`src/rtl/usb_ls_rx_pkg.sv`:
```
package usb_ls_rx_pkg;

  // Line state encoded as {D+, D-}
  typedef enum logic [1:0] {
    LN_SE0 = 2'b00,
    LN_J   = 2'b01,
    LN_K   = 2'b10,
    LN_SE1 = 2'b11
  } line_t;

  typedef enum logic [2:0] {
    ST_IDLE,     // qualify a bit time of J
    ST_ARMED,    // wait for first J-to-K edge
    ST_CONFIRM,  // check for second K one bit later
    ST_HUNT,     // rejected edge, bounded search for the next one
    ST_DATA,     // locked, one sample per bit
    ST_DRAIN     // aborted packet, wait for SE0
  } rx_state_t;

endpackage

```
`src/rtl/usb_ls_line_sync.sv`:
```
module usb_ls_line_sync
  import usb_ls_rx_pkg::*;
#(
  parameter int STAGES = 2
) (
  input  logic  clk,
  input  logic  rst,
  input  logic  dp,
  input  logic  dm,
  output line_t line_now,
  output line_t line_prev
);

  logic [STAGES-1:0] dp_sh;
  logic [STAGES-1:0] dm_sh;
  logic [1:0]        pair;
  line_t             cls;

  always_comb begin
    pair = {dp_sh[STAGES-1], dm_sh[STAGES-1]};
    cls  = (pair == 2'b11) ? LN_J : line_t'(pair);
  end

  always_ff @(posedge clk) begin
    if (rst) begin
      dp_sh     <= '0;
      dm_sh     <= '1;
      line_now  <= LN_J;
      line_prev <= LN_J;
    end else begin
      dp_sh     <= {dp_sh[STAGES-2:0], dp};
      dm_sh     <= {dm_sh[STAGES-2:0], dm};
      line_now  <= cls;
      line_prev <= line_now;
    end
  end

endmodule

```
`src/rtl/usb_ls_bit_clk.sv`:
```
module usb_ls_bit_clk
  import usb_ls_rx_pkg::*;
#(
  parameter int OVERSAMPLE  = 8,
  parameter int SEARCH_CLKS = 96
) (
  input  logic  clk,
  input  logic  rst,
  input  line_t line_now,
  input  line_t line_prev,
  input  logic  abort,
  output logic  sync_ok,
  output logic  bit_stb,
  output line_t bit_line,
  output logic  eop_stb
);

  localparam int PW = $clog2(OVERSAMPLE);
  localparam int CW = $clog2(SEARCH_CLKS + 2 * OVERSAMPLE);
  localparam logic [PW-1:0] PH_MID    = PW'(OVERSAMPLE / 2);
  localparam logic [PW-1:0] PH_LAST   = PW'(OVERSAMPLE - 1);
  localparam logic [PW-1:0] PH_RESUME = PW'(OVERSAMPLE / 2 + 1);
  localparam logic [PW-1:0] PH_ONE    = PW'(1);
  localparam logic [CW-1:0] C_BIT     = CW'(OVERSAMPLE - 1);
  localparam logic [CW-1:0] C_CHECK   = CW'(OVERSAMPLE + OVERSAMPLE / 2);
  localparam logic [CW-1:0] C_WIN     = CW'(SEARCH_CLKS - 1);
  localparam logic [CW-1:0] C_ONE     = CW'(1);

  rx_state_t       st;
  logic [CW-1:0]   cnt;
  logic [PW-1:0]   ph;
  logic [PW-1:0]   se0_cnt;
  logic            jk_edge;
  logic            data_edge;
  logic            se0_done;
  logic            now_jk;
  logic            prev_jk;

  always_comb begin
    now_jk    = (line_now == LN_J) || (line_now == LN_K);
    prev_jk   = (line_prev == LN_J) || (line_prev == LN_K);
    jk_edge   = (line_now == LN_K) && (line_prev == LN_J);
    data_edge = now_jk && prev_jk && (line_now != line_prev);
    se0_done  = (line_now == LN_SE0) && (se0_cnt == PH_LAST);
  end

  always_ff @(posedge clk) begin
    if (rst) begin
      se0_cnt <= '0;
    end else if (line_now == LN_SE0) begin
      if (se0_cnt != PH_LAST) se0_cnt <= se0_cnt + 1'b1;
    end else begin
      se0_cnt <= '0;
    end
  end

  always_ff @(posedge clk) begin
    if (rst) begin
      st       <= ST_IDLE;
      cnt      <= '0;
      ph       <= '0;
      sync_ok  <= 1'b0;
      bit_stb  <= 1'b0;
      bit_line <= LN_J;
      eop_stb  <= 1'b0;
    end else begin
      sync_ok <= 1'b0;
      bit_stb <= 1'b0;
      eop_stb <= 1'b0;
      unique case (st)
        ST_IDLE: begin
          if (line_now == LN_J) begin
            if (cnt == C_BIT) begin
              st  <= ST_ARMED;
              cnt <= '0;
            end else begin
              cnt <= cnt + 1'b1;
            end
          end else begin
            cnt <= '0;
          end
        end
        ST_ARMED: begin
          if (jk_edge) begin
            st  <= ST_CONFIRM;
            cnt <= C_ONE;
          end
        end
        ST_CONFIRM: begin
          if (cnt == C_CHECK) begin
            cnt <= '0;
            if (line_now == LN_K) begin
              st      <= ST_DATA;
              sync_ok <= 1'b1;
              ph      <= PH_RESUME;
            end else if (line_now == LN_J) begin
              st <= ST_HUNT;
            end else begin
              st <= ST_IDLE;
            end
          end else begin
            cnt <= cnt + 1'b1;
          end
        end
        ST_HUNT: begin
          if (jk_edge) begin
            st  <= ST_CONFIRM;
            cnt <= C_ONE;
          end else if (line_now == LN_SE0 || cnt == C_WIN) begin
            st  <= ST_IDLE;
            cnt <= '0;
          end else begin
            cnt <= cnt + 1'b1;
          end
        end
        ST_DATA: begin
          if (abort) begin
            st <= ST_DRAIN;
          end else if (se0_done) begin
            st      <= ST_IDLE;
            cnt     <= '0;
            eop_stb <= 1'b1;
          end else begin
            if (data_edge)          ph <= PH_ONE;
            else if (ph == PH_LAST) ph <= '0;
            else                    ph <= ph + 1'b1;
            if (!data_edge && ph == PH_MID) begin
              bit_stb  <= 1'b1;
              bit_line <= line_now;
            end
          end
        end
        ST_DRAIN: begin
          if (se0_done) begin
            st  <= ST_IDLE;
            cnt <= '0;
          end
        end
        default: begin
          st  <= ST_IDLE;
          cnt <= '0;
        end
      endcase
    end
  end

endmodule

```
`src/rtl/usb_ls_byte_asm.sv`:
```
module usb_ls_byte_asm
  import usb_ls_rx_pkg::*;
#(
  parameter int BUF_BYTES = 8
) (
  input  logic       clk,
  input  logic       rst,
  input  logic       sync_ok,
  input  logic       bit_stb,
  input  line_t      bit_line,
  input  logic       eop_stb,
  output logic [7:0] rx_data,
  output logic       rx_valid,
  output logic       rx_eop,
  output logic       rx_overflow,
  output logic       rx_stuff_err
);

  localparam int BW = $clog2(BUF_BYTES + 1);
  localparam logic [BW-1:0] B_LIMIT   = BW'(BUF_BYTES);
  localparam logic [2:0]    RUN_LIMIT = 3'd6;

  line_t         prev_line;
  logic [2:0]    ones;
  logic [2:0]    nbits;
  logic [BW-1:0] nbytes;
  logic [7:0]    shreg;
  logic          live;
  logic          dec;
  logic [7:0]    next_sh;

  always_comb begin
    dec     = (bit_line == prev_line);
    next_sh = {dec, shreg[7:1]};
  end

  always_ff @(posedge clk) begin
    if (rst) begin
      prev_line    <= LN_K;
      ones         <= '0;
      nbits        <= '0;
      nbytes       <= '0;
      shreg        <= '0;
      live         <= 1'b0;
      rx_data      <= '0;
      rx_valid     <= 1'b0;
      rx_eop       <= 1'b0;
      rx_overflow  <= 1'b0;
      rx_stuff_err <= 1'b0;
    end else begin
      rx_valid     <= 1'b0;
      rx_eop       <= 1'b0;
      rx_overflow  <= 1'b0;
      rx_stuff_err <= 1'b0;
      if (sync_ok) begin
        prev_line <= LN_K;
        ones      <= 3'd1;
        nbits     <= '0;
        nbytes    <= '0;
        live      <= 1'b1;
      end else if (eop_stb) begin
        rx_eop <= live;
        live   <= 1'b0;
      end else if (bit_stb && live && bit_line != LN_SE0) begin
        prev_line <= bit_line;
        if (ones == RUN_LIMIT) begin
          if (dec) begin
            rx_stuff_err <= 1'b1;
            live         <= 1'b0;
          end else begin
            ones <= '0;
          end
        end else begin
          ones  <= dec ? ones + 1'b1 : 3'd0;
          shreg <= next_sh;
          nbits <= nbits + 1'b1;
          if (nbits == 3'd7) begin
            if (nbytes == B_LIMIT) begin
              rx_overflow <= 1'b1;
              live        <= 1'b0;
            end else begin
              rx_data  <= next_sh;
              rx_valid <= 1'b1;
              nbytes   <= nbytes + 1'b1;
            end
          end
        end
      end
    end
  end

endmodule

```
`src/rtl/usb_ls_rx.sv`:
```
module usb_ls_rx
  import usb_ls_rx_pkg::*;
#(
  parameter int OVERSAMPLE  = 8,
  parameter int BUF_BYTES   = 8,
  parameter int SEARCH_CLKS = 96,
  parameter int SYNC_STAGES = 2
) (
  input  logic       clk,
  input  logic       rst,
  input  logic       usb_dp,
  input  logic       usb_dm,
  output logic [7:0] rx_data,
  output logic       rx_valid,
  output logic       rx_eop,
  output logic       rx_overflow,
  output logic       rx_stuff_err
);

  line_t line_now;
  line_t line_prev;
  line_t bit_line;
  logic  sync_ok;
  logic  bit_stb;
  logic  eop_stb;
  logic  abort;

  assign abort = rx_overflow | rx_stuff_err;

  usb_ls_line_sync #(.STAGES(SYNC_STAGES)) u_line (
    .clk       (clk),
    .rst       (rst),
    .dp        (usb_dp),
    .dm        (usb_dm),
    .line_now  (line_now),
    .line_prev (line_prev)
  );

  usb_ls_bit_clk #(
    .OVERSAMPLE  (OVERSAMPLE),
    .SEARCH_CLKS (SEARCH_CLKS)
  ) u_bitclk (
    .clk       (clk),
    .rst       (rst),
    .line_now  (line_now),
    .line_prev (line_prev),
    .abort     (abort),
    .sync_ok   (sync_ok),
    .bit_stb   (bit_stb),
    .bit_line  (bit_line),
    .eop_stb   (eop_stb)
  );

  usb_ls_byte_asm #(.BUF_BYTES(BUF_BYTES)) u_bytes (
    .clk          (clk),
    .rst          (rst),
    .sync_ok      (sync_ok),
    .bit_stb      (bit_stb),
    .bit_line     (bit_line),
    .eop_stb      (eop_stb),
    .rx_data      (rx_data),
    .rx_valid     (rx_valid),
    .rx_eop       (rx_eop),
    .rx_overflow  (rx_overflow),
    .rx_stuff_err (rx_stuff_err)
  );

endmodule

```
`config.mk`:
```
export PLATFORM = sky130hd
export DESIGN_NAME = usb_ls_rx
export DESIGN_NICKNAME = d
export VERILOG_FILES = /design/src/rtl/usb_ls_rx_pkg.sv /design/src/rtl/usb_ls_line_sync.sv /design/src/rtl/usb_ls_bit_clk.sv /design/src/rtl/usb_ls_byte_asm.sv /design/src/rtl/usb_ls_rx.sv
export SDC_FILE = /design/constraint.sdc
export NUM_CORES = 1
export LEC_CHECK = 0
export BUFFER_PORTS_ARGS = -buffer_cell sky130_fd_sc_hd__buf_2
export CAP_MARGIN = 5
export CORE_MARGIN = 10
export CORE_UTILIZATION = 35
export CTS_CLUSTER_DIAMETER = 30
export DETAILED_ROUTE_END_ITERATION = 7
export GPL_TIMING_DRIVEN = 0
export SYNTH_ARGS = -nofsm -noshare
export SYNTH_HDL_FRONTEND = slang
export SYNTH_SLANG_ARGS = --single-unit
```
`constraint.sdc`:
```
create_clock -name clk -period 5 [get_ports clk]
set_input_delay 0.25 -clock clk [delete_from_list [all_inputs] [get_ports clk]]
set_output_delay 0.25 -clock clk [all_outputs]
set_load 0.01 [all_outputs]
```
Word-level counts from Yosys, hierarchy flattened. Index checks and enable logic that the tools add are counted.

Register bits: 62. Input port bits: 4. Output and inout bits: 12. Word-level logic and storage cells: 163.

$add $sub $neg: 6. Equality and inequality tests: 34. Mux-type cells: 46. Bitwise logic cells: 13. Reductions and logical operators: 40.

Operators by type and width (number): 7-bit 2-to-1 mux (8); 3-bit 2-to-1 mux (18); 7-bit case mux with 6 select lines (1); 3-bit == test (second input constant) (7); 3-bit case mux with 6 select lines (1); 1-bit 2-to-1 mux (16); 5-bit AND reduction (3); 3-bit by 1-bit adder with 3-bit output (second input constant) (4); 2-bit by 1-bit != test with 1-bit output (second input constant) (6); 1-bit NOT (12); 4-bit AND reduction (3); 3-bit AND reduction (3); 3-bit OR reduction (3); 4-bit nonzero test (2); 7-bit by 1-bit adder with 7-bit output (second input constant) (1); 7-bit by 3-bit == test with 1-bit output (second input constant) (1); 7-bit by 4-bit == test with 1-bit output (second input constant) (1); 7-bit == test (second input constant) (1); 1-bit logical AND (7); 2-bit == test (second input constant) (3); 3-bit by 2-bit == test with 1-bit output (second input constant) (2); 2-bit != test (second input constant) (3); 3-bit != test (second input constant) (2); 3-bit case mux with 2 select lines (1); 22 further kinds (30).

Depth between registers and ports, before layout.
Depth after elaboration: 8. Gate-level depth with buffers: 8. Gate-level depth less buffers: 7.

Modules after synthesis. From an unflattened synthesis, not the netlist that was laid out.

Cells, all modules: 321. Area total of the unflattened synthesis: 2984.1 µm².

Modules (own cells, without submodules): usb_ls_byte_asm (instances 1, cells each 148, area an instance 1433.9 µm², seq. area each 640.6 µm²); usb_ls_bit_clk (instances 1, cells each 156, area an instance 1332.5 µm², seq. area each 420.4 µm²); usb_ls_line_sync (instances 1, cells each 16, area an instance 211.5 µm², seq. area each 160.2 µm²); usb_ls_rx (instances 1, cells each 1, area an instance 6.3 µm², seq. area each 0.0 µm²).

Least setup slack after synthesis. Ideal clock, no wire load.

Path type: reg-to-reg. From: register u_bitclk.se0_cnt[0]. To: register u_bitclk.cnt[6]. Setup time: 0.122 ns. Arrival time: 1.722 ns. Data required time: 4.878 ns. Path slack: 3.157 ns. Stages on the path, launching flop included: 9. Buffers on the path: 1. Clock period less this slack: 1.843 ns. Cell sequence: dfxtp_1 ha_1 ha_1 buf_2 a21boi_1 a21oi_4 a21oi_2 nor4_1 a221o_1.

Cells in the longest elaborated chain, start to end: 5.

Ends and longest elaborated chain: start: declaration (RTL line usb_ls_bit_clk.sv:32) `logic [PW-1:0] se0_cnt;`; start signal: assignment (RTL line usb_ls_bit_clk.sv:51) `if (se0_cnt != PH_LAST) se0_cnt <= se0_cnt + 1'b1;`; 3-bit == test (*) (RTL line usb_ls_bit_clk.sv:44) `se0_done = (line_now == LN_SE0) && (se0_cnt == PH_LAST);`; 1-bit logical AND (*) (RTL line usb_ls_bit_clk.sv:44); 7-bit 2-to-1 mux (*); 7-bit 2-to-1 mux; 7-bit case mux with 6 select lines (*); end signal: assignment (RTL line usb_ls_bit_clk.sv:77) `cnt <= cnt + 1'b1;`; end signal: assignment (RTL line usb_ls_bit_clk.sv:102) `cnt <= cnt + 1'b1;`; end signal: assignment (RTL line usb_ls_bit_clk.sv:113) `cnt <= cnt + 1'b1;`; end: declaration (RTL line usb_ls_bit_clk.sv:30) `logic [CW-1:0] cnt;`.

Every way passes the cells marked *; elsewhere a longest branch is shown, timed or not. The select of a mux whose other input is x is not followed. A chain may end at the register's enable or synchronous reset.

Worst setup path in the final report.
From: register u_line.line_now[0]. To: register u_bitclk.cnt[6].

Cells in the longest elaborated chain, start to end: 5. Elaborated cells between the ends (all ways): 14. Classes of those cells: 3 x eq/ne; 6 x mux; 5 x reduce/logical.

Ends and longest elaborated chain: start: declaration (RTL line usb_ls_line_sync.sv:10) `output line_t line_now,`; start signal: assignment (RTL line usb_ls_line_sync.sv:33) `line_now <= cls;`; 2-bit zero test (RTL line usb_ls_bit_clk.sv:44, usb_ls_bit_clk.sv:109); 1-bit logical AND / 1-bit logical OR (equally long branches) (RTL line usb_ls_bit_clk.sv:44, usb_ls_bit_clk.sv:109); 7-bit 2-to-1 mux (on tied branches) (2 in series); 7-bit case mux with 6 select lines (RTL line usb_ls_bit_clk.sv:70) `unique case (st)`.

Several ways; a longest one is shown, not always the timed one. The select of a mux whose other input is x is not followed.

==> flow_summary_export.csv <==
group,metric,value,unit
outcome,status,"completed",
clock_network,clk_latency,340,ps
detailed_routing,avgRoutedWirePerCell,12.9,um
placement,dp_hpwl,4360,um
finish,area_growth,13.4,%
grt,grt_util_all_layers,0.101,
timing,tightest_slew,666,ps
floorplanning,std_cell_rows,33,
detailed_routing,routed_via_density,4.97,
timing,fmax,0.485,GHz
finish,final_area,3310,um^2
finish,fill_cells,829,
worst_setup_path,crit_path_start_kind,"flop",
timing,skew,10.5,ps
timing,maxSlewHeadroom,0.555,
finish,n_antenna_cell,0,
worst_setup_path,required,5230,ps
grt,antenna_found_initial,0,
finish,final_util,0.405,
yosys,ys_async_sr_fraction,0,
floorplanning,die_area,12400,um^2
floorplanning,boundaryPins,16,
yosys,synth_cells,331,
clock_network,cts_resized,0,
yosys,syn_area,2920,um^2
yosys,avgSynthCellArea,8.83,um^2
clock_network,post-cts-setup-buffers,0,
timing,fin_setup_tns,0,ps
yosys,synth-edff-count,0,
power_and_ir_drop,p_per_area,295,nW/um^2
worst_setup_path,reg2reg_setup_slack,2940,ps
timing,finalSetupViolCount,0,
floorplanning,fp.dieH,111,um
clock_network,cts_num_sinks,61,
finish,drive_gt1_frac,0.144,
worst_setup_path,reg2regPathDepth,7,
min_path,whs_path_depth,2,
worst_setup_path,end_kind,"flop",
clock_network,cts_tree,"built",
worst_setup_path,worstPathArrival,2300,ps
clock_network,cts-htree-levels,3,
detailed_routing,vias,2319,
timing,hold_violations,0,
floorplanning,start_util,0.357,
grt,grt_pass1_wl,10500,um
detailed_routing,drt_first_pass_iters,4,
placement,io_buffers,15,
worst_setup_path,path_max_fanout,8,
placement,gp_congestion,0.791,
yosys,ys_seq_area_frac,0.418,
placement,post_dp_cell_area,3130,um^2
yosys,dominantRegCellSynth,"dfxtp_1",
min_path,hold_path_class,"in2reg",
yosys,synth.distinct_cells,59,
detailed_routing,first_iter_violations,110,
clock_network,clockBufferDepth,2,
yosys,synth_seq_cells,61,
flow_run,cap_violations,0,
clock_network,clk_pin_slew,70,ps
timing,fin_crit_sh,0.412,
detailed_routing,ant_nets,0,
detailed_routing,drc_errors,0,
clock_network,clock-root-buffer,"clkbuf_8",
grt,grt_pass1_vias,2244,
yosys,synth_nets,352,
detailed_routing,drt-total-wl,6030,um
timing,drv_slew,0,
grt,grt_overflow,0,
power_and_ir_drop,ir_drop,0.000239,V
timing,timing.final.crit_period,2060,ps
floorplanning,die_w,111,um
clock_network,cts_buffers,9,
power_and_ir_drop,leakage,1.22,nW
worst_setup_path,crit_type,"reg2reg",
grt,grt_max_degree,12,
clock_network,hold_buffers,0,
timing,rsz0062_at_grt,"false",
finish,nets,378,
yosys,yosysWarnings,0,
floorplanning,core_area,8180,um^2
-- metrics by stage --
step	hold slack (ps)	worst slack, ps	power (mW)	cells
after floorplan	354	3160	0.566	331
after global placement	393	2960	0.583	451
after detailed placement	407	2930	0.584	451
after CTS	77.6	2920	0.989	467
after global routing	86.3	2780	1.02	467
final	91.6	2940	0.976	467
-- registers in the layout, summed over array words and instances (netlist names), 2 cells and up --
| register | flops |
|---|---|
| u_line.line_now | 2 |
| u_line.line_prev | 2 |
| u_bytes.shreg | 7 |
| u_bytes.prev_line | 2 |
| u_bitclk.se0_cnt | 3 |
| u_bytes.nbytes | 4 |
| u_bytes.nbits | 3 |
| u_bytes.rx_data | 8 |
| u_bitclk.ph | 3 |
| u_bytes.ones | 3 |
| u_line.dm_sh | 2 |
| u_line.dp_sh | 2 |
| u_bitclk.cnt | 7 |
| u_bitclk.bit_line | 2 |
| u_bitclk.st | 3 |
-- placed cells by master, fill, tap and decap left out, types with 2 or more instances in the layout --
cell,synthesis,layout
buf_2,3,18
clkbuf_1,8,8
o21ai_0,11,11
xor2_1,4,4
nand2_1,33,33
mux2i_1,12,12
nor2b_1,7,7
nand3_1,12,12
clkinv_4,0,2
clkinv_2,0,2
or3_1,2,2
inv_1,15,15
a31oi_1,4,4
ha_1,17,17
nand3b_1,3,3
nor2_1,40,40
nand4_1,2,2
dfxtp_1,61,61
and2_1,2,2
nand2b_1,7,7
o211ai_1,3,3
and3_1,2,2
a21oi_1,23,23
a22oi_1,2,2
nor4_1,4,4
clkbuf_8,0,11
nor3_1,9,9
o21a_1,3,3
or2_2,4,4
xnor2_1,5,5
nand4b_1,2,2
-- cell usage after synthesis (2+ instances only) --
cell | number | share of area
mux2i_1 | 12 | 0.041
nand2_1 | 33 | 0.042
and2_1 | 2 | 0.0043
nor4_1 | 4 | 0.0086
o21a_1 | 3 | 0.0077
o21ai_0 | 11 | 0.019
nor2_1 | 40 | 0.051
nand3b_1 | 3 | 0.0077
nand4_1 | 2 | 0.0043
nand4b_1 | 2 | 0.0060
xor2_1 | 4 | 0.012
nand2b_1 | 7 | 0.015
a31oi_1 | 4 | 0.0086
ha_1 | 17 | 0.073
dfxtp_1 | 61 | 0.42
inv_1 | 15 | 0.019
nor3_1 | 9 | 0.015
o211ai_1 | 3 | 0.0077
a22oi_1 | 2 | 0.0051
or3_1 | 2 | 0.0043
nor2b_1 | 7 | 0.015
a21oi_1 | 23 | 0.039
or2_2 | 4 | 0.0086
and3_1 | 2 | 0.0043
xnor2_1 | 5 | 0.015
nand3_1 | 12 | 0.021
buf_2 | 3 | 0.0051
clkbuf_1 | 8 | 0.010
-- cells by family after synthesis --
kind of cell / count (synthesis) / share of synthesized area
buf+inv: 29 / 0.0398
compound gates: 63 / 0.150
flops: 61 / 0.418
xor+xnor: 9 / 0.0270
mux: 12 / 0.0411
simple gates: 140 / 0.251
fa+ha+maj: 17 / 0.0728
-- path summary, 6_finish.rpt --
kind | end | start
worst min register to register | u_line.dm_sh[1] | u_line.dm_sh[0]
worst min-delay path | u_line.dm_sh[0] | usb_dm
worst max-delay path | u_bitclk.cnt[6] | u_line.line_now[0]
worst max register to register | u_bitclk.cnt[6] | u_line.line_now[0]
-- per-layer routing --
metal | track usage | up-vias | part of all wire
li1 | - | 1207 | -
met1 | 0.131 | 1062 | 0.50
met2 | 0.147 | 37 | 0.44
met3 | 0.0274 | 13 | 0.035
met4 | 0.0557 | 0 | 0.024
met5 | 0 | - | 0
-- final cells by class --
cell class                      instances  area, um^2  area share
Timing Repair Buffer                   15        75.1      0.0227
Tap cell                              105         131      0.0396
Clock inverter                          5        35.0      0.0106
Multi-Input combinational cell        241        1580       0.478
Inverter                               16        60.1      0.0181
Buffer                                 13        56.3      0.0170
Clock buffer                           11         151      0.0457
Sequential cell                        61        1220       0.368
-- power by group --
group	switching, mW	internal [mW]	leakage [nW]
Combinational	0.0424	0.0262	0.635
Sequential	0.0101	0.495	0.493
Clock	0.196	0.206	0.0953
Total	0.249	0.728	1.22
-- worst max-delay path: stages (launching register included) --
cell      delay, ps
dfxtp_1         410
inv_1           110
ha_1            300
a21boi_1        310
a21oi_4          70
a21oi_2         360
nor4_1          100
a221o_1         300
Power figures use the tool's default switching activity.
